`src/rtl/dllinit_pkg.sv`:
```
package dllinit_pkg;

    typedef enum logic [1:0] {
        MODE_BYPASS  = 2'd0,
        MODE_PIN     = 2'd1,
        MODE_CLKSTOP = 2'd2,
        MODE_RSVD    = 2'd3
    } mode_e;

    typedef enum logic [2:0] {
        ST_IDLE    = 3'd0,
        ST_PRELOCK = 3'd1,
        ST_STOP    = 3'd2,
        ST_NOP     = 3'd3,
        ST_READY   = 3'd4
    } state_e;

    typedef struct packed {
        state_e st;
        mode_e  mode;
    } seq_t;

    function automatic logic dll_used(input mode_e m);
        return (m == MODE_PIN) || (m == MODE_CLKSTOP);
    endfunction

endpackage

```
`src/rtl/dllinit_timer.sv`:
```
module dllinit_timer #(
    parameter int CNT_W = 11
) (
    input  logic             clk,
    input  logic             rst_n,
    input  logic             load_i,
    input  logic [CNT_W-1:0] load_val_i,
    output logic             zero_o
);

    logic [CNT_W-1:0] count_d, count_q;

    always_comb begin
        count_d = count_q;
        if (load_i) begin
            count_d = load_val_i;
        end else if (count_q != '0) begin
            count_d = count_q - 1'b1;
        end
    end

    always_ff @(posedge clk) begin
        if (!rst_n) begin
            count_q <= '0;
        end else begin
            count_q <= count_d;
        end
    end

    assign zero_o = (count_q == '0);

endmodule

```
`src/rtl/dllinit_fsm.sv`:
```
module dllinit_fsm
    import dllinit_pkg::*;
#(
    parameter int NOP_CYCLES  = 1024,
    parameter int STOP_CYCLES = 8,
    parameter int CNT_W       = 11
) (
    input  logic             clk,
    input  logic             rst_n,
    input  logic [1:0]       mode_i,
    input  logic             freq_chg_i,
    input  logic             restart_i,
    input  logic             tmr_zero_i,
    output logic             tmr_load_o,
    output logic [CNT_W-1:0] tmr_val_o,
    output logic             clock_enable_o,
    output logic             c_force_low_o,
    output logic             doff_n_o,
    output logic             force_nop_o,
    output logic             ready_o
);

    localparam logic [CNT_W-1:0] NOP_LOAD  = CNT_W'(NOP_CYCLES - 1);
    localparam logic [CNT_W-1:0] STOP_LOAD = CNT_W'(STOP_CYCLES - 1);

    seq_t  cur_q, nxt_d;
    logic  launch;
    mode_e launch_mode;

    always_comb begin
        nxt_d       = cur_q;
        tmr_load_o  = 1'b0;
        tmr_val_o   = '0;
        launch      = 1'b0;
        launch_mode = mode_e'(mode_i);

        case (cur_q.st)
            ST_IDLE: begin
                launch = 1'b1;
            end
            ST_PRELOCK, ST_STOP: begin
                if (tmr_zero_i) begin
                    nxt_d.st   = ST_NOP;
                    tmr_load_o = 1'b1;
                    tmr_val_o  = NOP_LOAD;
                end
            end
            ST_NOP: begin
                if (tmr_zero_i) begin
                    nxt_d.st = ST_READY;
                end
            end
            ST_READY: begin
                if (freq_chg_i) begin
                    launch = 1'b1;
                end else if (restart_i) begin
                    nxt_d.st   = ST_NOP;
                    tmr_load_o = 1'b1;
                    tmr_val_o  = NOP_LOAD;
                end
            end
            default: begin
                nxt_d.st = ST_IDLE;
            end
        endcase

        if (launch) begin
            nxt_d.mode = launch_mode;
            tmr_load_o = 1'b1;
            case (launch_mode)
                MODE_PIN: begin
                    nxt_d.st  = ST_PRELOCK;
                    tmr_val_o = STOP_LOAD;
                end
                MODE_CLKSTOP: begin
                    nxt_d.st  = ST_STOP;
                    tmr_val_o = STOP_LOAD;
                end
                default: begin
                    nxt_d.st  = ST_NOP;
                    tmr_val_o = NOP_LOAD;
                end
            endcase
        end
    end

    always_ff @(posedge clk) begin
        if (!rst_n) begin
            cur_q <= '{st: ST_IDLE, mode: MODE_BYPASS};
        end else begin
            cur_q <= nxt_d;
        end
    end

    always_comb begin
        clock_enable_o = 1'b1;
        c_force_low_o  = 1'b0;
        doff_n_o       = dll_used(cur_q.mode);
        force_nop_o    = 1'b1;
        ready_o        = 1'b0;
        case (cur_q.st)
            ST_IDLE: begin
                clock_enable_o = 1'b0;
                doff_n_o       = 1'b0;
            end
            ST_PRELOCK: begin
                doff_n_o = 1'b0;
            end
            ST_STOP: begin
                clock_enable_o = 1'b0;
                c_force_low_o  = 1'b1;
                doff_n_o       = 1'b1;
            end
            ST_READY: begin
                force_nop_o = 1'b0;
                ready_o     = 1'b1;
            end
            default: begin
            end
        endcase
    end

    AST_NOP_DOFF_STABLE: assert property (@(posedge clk) disable iff (!rst_n)
        (cur_q.st == ST_NOP) && $past(cur_q.st == ST_NOP) |-> $stable(doff_n_o));

    AST_BYPASS_DOFF_LOW: assert property (@(posedge clk) disable iff (!rst_n)
        ready_o && !dll_used(cur_q.mode) |-> !doff_n_o);

    AST_CLK_OFF_FORCED: assert property (@(posedge clk) disable iff (!rst_n)
        $fell(clock_enable_o) && $past(cur_q.st != ST_IDLE) |-> c_force_low_o);

    AST_CLK_ON_INTO_NOP: assert property (@(posedge clk) disable iff (!rst_n)
        $rose(clock_enable_o) |-> force_nop_o);

    AST_READY_AFTER_COUNT: assert property (@(posedge clk) disable iff (!rst_n)
        $rose(ready_o) |-> $past(tmr_zero_i) && $past(cur_q.st == ST_NOP));

    AST_REINIT_DROP: assert property (@(posedge clk) disable iff (!rst_n)
        ready_o && (freq_chg_i || restart_i) |=> !ready_o);

endmodule

```
`src/rtl/dllinit_seq.sv`:
```
module dllinit_seq #(
    parameter int CLK_PERIOD_PS = 4000,
    parameter int STOP_MIN_PS   = 30000,
    parameter int NOP_CYCLES    = 1024
) (
    input  logic       clk,
    input  logic       rst_n,
    input  logic [1:0] mode_i,
    input  logic       freq_chg_i,
    input  logic       restart_i,
    output logic       clock_enable_o,
    output logic       c_force_low_o,
    output logic       doff_n_o,
    output logic       force_nop_o,
    output logic       ready_o
);

    localparam int STOP_RAW    = (STOP_MIN_PS + CLK_PERIOD_PS - 1) / CLK_PERIOD_PS;
    localparam int STOP_CYCLES = (STOP_RAW < 1) ? 1 : STOP_RAW;
    localparam int MAX_CYCLES  = (NOP_CYCLES > STOP_CYCLES) ? NOP_CYCLES : STOP_CYCLES;
    localparam int CNT_W       = $clog2(MAX_CYCLES) + 1;

    logic             tmr_load;
    logic [CNT_W-1:0] tmr_val;
    logic             tmr_zero;

    dllinit_timer #(
        .CNT_W(CNT_W)
    ) u_timer (
        .clk        (clk),
        .rst_n      (rst_n),
        .load_i     (tmr_load),
        .load_val_i (tmr_val),
        .zero_o     (tmr_zero)
    );

    dllinit_fsm #(
        .NOP_CYCLES (NOP_CYCLES),
        .STOP_CYCLES(STOP_CYCLES),
        .CNT_W      (CNT_W)
    ) u_fsm (
        .clk            (clk),
        .rst_n          (rst_n),
        .mode_i         (mode_i),
        .freq_chg_i     (freq_chg_i),
        .restart_i      (restart_i),
        .tmr_zero_i     (tmr_zero),
        .tmr_load_o     (tmr_load),
        .tmr_val_o      (tmr_val),
        .clock_enable_o (clock_enable_o),
        .c_force_low_o  (c_force_low_o),
        .doff_n_o       (doff_n_o),
        .force_nop_o    (force_nop_o),
        .ready_o        (ready_o)
    );

endmodule

```
`config.mk`:
```
export PLATFORM = sky130hd
export DESIGN_NAME = dllinit_seq
export DESIGN_NICKNAME = d
export VERILOG_FILES = /design/src/rtl/dllinit_pkg.sv /design/src/rtl/dllinit_timer.sv /design/src/rtl/dllinit_fsm.sv /design/src/rtl/dllinit_seq.sv
export SDC_FILE = /design/constraint.sdc
export NUM_CORES = 1
export LEC_CHECK = 0
export CELL_PAD_IN_SITES_DETAIL_PLACEMENT = 1
export CELL_PAD_IN_SITES_GLOBAL_PLACEMENT = 1
export CORE_MARGIN = 10
export CORE_UTILIZATION = 33
export CTS_CLUSTER_SIZE = 24
export DETAILED_ROUTE_END_ITERATION = 8
export PLACE_DENSITY_LB_ADDON = 0.2
export RECOVER_POWER = 50
export SLEW_MARGIN = 30
export SYNTH_ARGS = -nofsm -noshare
export SYNTH_HDL_FRONTEND = slang
export SYNTH_SLANG_ARGS = --single-unit
```
`constraint.sdc`:
```
create_clock -name clk -period 4.2 [get_ports clk]
set_input_delay 1.05 -clock clk [delete_from_list [all_inputs] [get_ports clk]]
set_output_delay 1.05 -clock clk [all_outputs]
set_load 0.01 [all_outputs]
```
* Word level (Yosys, flattened, before mapping)
Cells that the tools add are included.
** Word-level totals
- Flip-flop bits (word level) :: 16
- Bits of input ports :: 6
- Latch bits :: 0
- Memories kept :: 0
- Bits in writable memories :: 0
- Logic and storage cells :: 54
- Memory bits (read-only) :: 0
** Cells by class
- Multiply operators :: 0
- Add/subtract/negate cells :: 1
- Order comparisons :: 0
- Multiplexer cells :: 27
- Equal/unequal tests :: 13
- Bitwise gates (word level) :: 0
- Shift-type cells :: 0
- Reductions and logical operators :: 10
- Div/mod/pow operators :: 0
** Operators with widths (count)
- 11-bit 2-to-1 mux :: 4
- 10-bit 2-to-1 mux :: 3
- 11-bit case mux with 2 select lines :: 1
- 3-bit 2-to-1 mux :: 4
- 3-bit by 2-bit inequality test with 1-bit output (second input constant) :: 4
- 3-bit case mux with 4 select lines :: 1
- 11-bit zero test :: 1
- 11-bit nonzero test :: 1
- 11-bit by 1-bit subtractor with 11-bit output (second input constant) :: 1
- 1-bit 2-to-1 mux :: 9
- 2-bit OR reduction :: 4
- 3-bit by 2-bit == test with 1-bit output (second input constant) :: 2
- 1-bit case mux with 2 select lines :: 3
- 5-bit 2-to-1 mux :: 1
- 5-bit AND reduction :: 1
- 2-bit by 1-bit == test with 1-bit output (second input constant) :: 2
- 2-bit == test (second input constant) :: 2
- 2-bit case mux with 2 select lines :: 1
- 3-bit by 1-bit == test with 1-bit output (second input constant) :: 1
- 3-bit == test (second input constant) :: 1
- 3-bit zero test :: 1
- 2-bit by 1-bit inequality test with 1-bit output (second input constant) :: 1
- 2-bit nonzero test :: 1
- 1-bit logical OR :: 1

* Logic depth before layout (Yosys ltp)
- Depth in word-level cells :: 5
- Gate-level depth with buffers :: 6
- Mapped depth without buffers :: 6

* Cells and area by module
A second synthesis with hierarchy kept.
** Second synthesis, totals
- Cell total of the unflattened synthesis :: 136
- Area total of the unflattened synthesis :: 1089.8 um2
** Modules (own cells, without submodules)
- dllinit_timer :: times used 1, area each 633.1 um2, cells an instance 73
- dllinit_fsm :: times used 1, area each 456.7 um2, cells an instance 63

* Least setup slack after synthesis
Ideal clock, no wire load.
- Path kind :: input to register
- Start :: input mode_i[0]
- End :: register u_timer.count_q[3]
- Stages :: 6
- Data required time :: 4.109 ns
- Path slack :: 1.941 ns
- Path buffers :: 0
- Library setup time :: 0.091 ns
- Arrival :: 2.168 ns
- Cells stage by stage :: inv_1 ha_1 a21oi_1 a221oi_1 a211oi_4 a311oi_1
** Between the ends
- Longest elaborated chain between the ends :: 5
- Elaborated cells between the ends (all ways) :: 6
** Ends and longest elaborated chain
- from (decl) :: line dllinit_seq.sv:8 : input logic [1:0] mode_i,
- 2-bit by 1-bit == test with 1-bit output or 2-bit == test (tied branches) :: line dllinit_fsm.sv:70 : case (launch_mode)
- 2-bit OR reduction (no source line) *
- 10-bit 2-to-1 mux * :: line dllinit_fsm.sv:70
- 11-bit 2-to-1 mux * :: line dllinit_fsm.sv:67 : if (launch) begin
- 11-bit 2-to-1 mux * :: line dllinit_timer.sv:15 : if (load_i) begin
- to (signal assigned) :: line dllinit_timer.sv:26 : count_q <= count_d;
- to (decl) :: line dllinit_timer.sv:11 : logic [CNT_W-1:0] count_d, count_q;
Mark *: on every way between the ends. The rest lies on a longest branch, timed or not.
A chain may end at the register's enable or synchronous reset.

* Worst setup path after layout
- Start :: input mode_i[0]
- End :: register u_timer.count_q[9]
The elaborated chain is that of the path after synthesis.

==> metrics <==
Crit. End Element flip-flop; Seq pwr share 38.8%; chip width 73.1 um; Syn Std Cell Area 931 sq um; Clock Power Share 14.8%; clk slew on worst S/H paths 0.10 ns; Power Dens Cells 684 nW/um^2; crit path kind in -> reg; Synth top cells by count dfxtp_1 (16), a21oi_1 (10), inv_1 (9), nand2_1 (9), nor2_1 (8); Pint 417 uW; H-tree levels 1; crit path from mode_i[0]; CP required 4.36 ns; Netlist cell types 35; VDD IR max 0.310 mV; # port buffers 10; first-pass GRT wire length 3.95 mm; full die area 5350 sq um; crit-path max FO 7; DR iter-0 viols 49; Post-synth EDFFs 0; Leak 0.000379 uW; Final nets 132; Register Area 320 sq um; CTS Buffer Depth 2; Clock Latency Late Sink 0.30 ns; clock sink count 16; max_cap viols 0; post-route minimum period 2.91 ns; grt ovf 0; period utilisation layout 69.3%; Setup violations, final 0; # diodes 0; HP Class reg -> reg; Core Area 2730 sq um; fill count 351; final hold vios 0; syn avg cell area 8.31 sq um; switching pwr 316 uW; R2R Path Start u_timer.count_q[0]; Initial Util 34.1%; placement-stage cell area 1050 sq um; root buffer cell clkbuf_4; DR vias 864; Post-Syn Nets 121; WP data arrival 3.07 ns; Net Sw Frac 43.2%; cts hold-fix bufs 0; cell with the most instances after synthesis dfxtp_1; DRT antenna net count 0; # DRC 0; total CTS buffers 3; ranking of synthesized cells by area dfxtp_1 (34%), xnor2_1 (5.6%), a21oi_1 (5.4%); area grow syn2layout 15.1%; Worst Tran Pin Value 0.875 ns; Yosys reg bits 16; total track usage 9.19%; routability cong. 0.732; status completed; post-synthesis sequential area ratio 34.4%; Worst Skew 0.00198 ns; Max Slew Vio Count 0; die height 73.1 um; Initial DRT Pass Iterations 4; post-synth top area share 34.4%; initial antenna violation count 0; Synth Instances 112; Resize count post-CTS 0; Combinational Power Share 46.4%; largest net degree at the start of global routing 16; Avg WL per Cell 15.7 um; Finished Cell Area 1070 sq um; top_reg_cell synth dfxtp_1; critical hold path startpoint u_timer.count_q[10]; Post-synth ARST share 0%; HPWL Detailed 1.84 mm; multi-input logic area 542 sq um; setup bufs post-CTS 0; total negative slack 0 ns; number of global-route vias before repair 838; Routed WL 2.40 mm; Via density 5.65; area leader, netlist dfxtp_1; Ys Warns 0; share of cells above drive strength 1 6.56%; Max-slew headroom 41.3%; Site Rows 19; max frequency 0.344 GHz; RSZ-0062 raised after global routing no; CTS tree done; Setup crit start kind input pin; Ports 11
==> sequential cells by signal, indices dropped and copies added, names as in the netlist <==
register,flops
u_timer.count_q,11
u_fsm.cur_q,5
==> path summary, 6_finish.rpt <==
kind | end | slack, ns | depth (start not counted)
max | u_timer.count_q[9] | 1.29 | 7
min | u_timer.count_q[10] | 0.48 | 2
max reg2reg | u_timer.count_q[9] | 1.57 | 6
min reg2reg | u_timer.count_q[10] | 0.48 | 2
==> placed cells by master (no fill, tap or decap), types with 3 or more instances in the layout <==
cell	n
a211oi_1	7
a21oi_1	10
clkbuf_4	3
clkdlybuf4s50_1	9
dfxtp_1	16
ha_1	3
inv_1	9
nand2_1	9
nor2_1	8
nor3_1	6
nor4_1	3
xnor2_1	6
==> cells by family (layout without fill, tap and decap cells) <==
family | count (synthesis) | after routing | synth area share [%]
adders and majority gates | 3 | 3 | 4.03
buffers and inverters | 13 | 23 | 5.38
muxes | 1 | 1 | 1.21
and+or+nand+nor | 41 | 41 | 24.7
AOI/OAI and AO/OA | 30 | 30 | 22.7
xor gates and xnor gates | 8 | 8 | 7.53
DFF | 16 | 16 | 34.4
==> power groups by stage <==
| stage | clock network (uW) | registers (uW) | logic [uW] |
|---|---|---|---|
| 3_5_place_dp | 0 | 289 | 357 |
| 4_1_cts | 112 | 286 | 360 |
| 3_3_place_gp | 0 | 287 | 348 |
| 6_report | 108 | 285 | 340 |
| 5_1_grt | 117 | 295 | 381 |
| 2_1_floorplan | 0 | 255 | 290 |
==> per-stage QoR <==
| stage | util, % | total power, uW | setup slack, ns | hold WS, ns | instances |
|---|---|---|---|---|---|
| 3_5_place_dp | 38.5 | 646 | 1.21 | 0.469 | 149 |
| 2_1_floorplan | - | 545 | 1.94 | 0.449 | 112 |
| 4_1_cts | 39.9 | 758 | 1.29 | 0.483 | 153 |
| 3_3_place_gp | 38.5 | 635 | 1.24 | 0.460 | 149 |
| 6_report | 39.2 | 733 | 1.29 | 0.477 | 153 |
| 5_1_grt | 39.2 | 793 | 1.09 | 0.510 | 153 |
==> per-layer routing <==
layer  vias to the layer above  global-route usage (%)  wire length [um]  share of wire (%)
met3                         5                    2.86               146                6.1
met2                        15                    14.5              1080                 45
met5                         -                       0                 0                  0
met4                         0                    4.43                48                2.0
li1                        429                       -                 -                  -
met1                       415                    10.9              1120                 47
==> critical path, stage by stage <==
cell and delay [ns]:
clkdlybuf4s50_1 0.51, inv_1 0.06, ha_1 0.31, a21oi_1 0.16
a221oi_1 0.11, a211oi_1 0.76, a211oi_1 0.10
==> cell type report <==
class                           count  area share [%]
Timing Repair Buffer               10            9.35
Multi-Input combinational cell     83            50.6
Clock buffer                        4            3.39
Inverter                            9            3.15
Sequential cell                    16            29.9
Tap cell                           31            3.62
No activity file was read; power rests on OpenSTA's default activity.
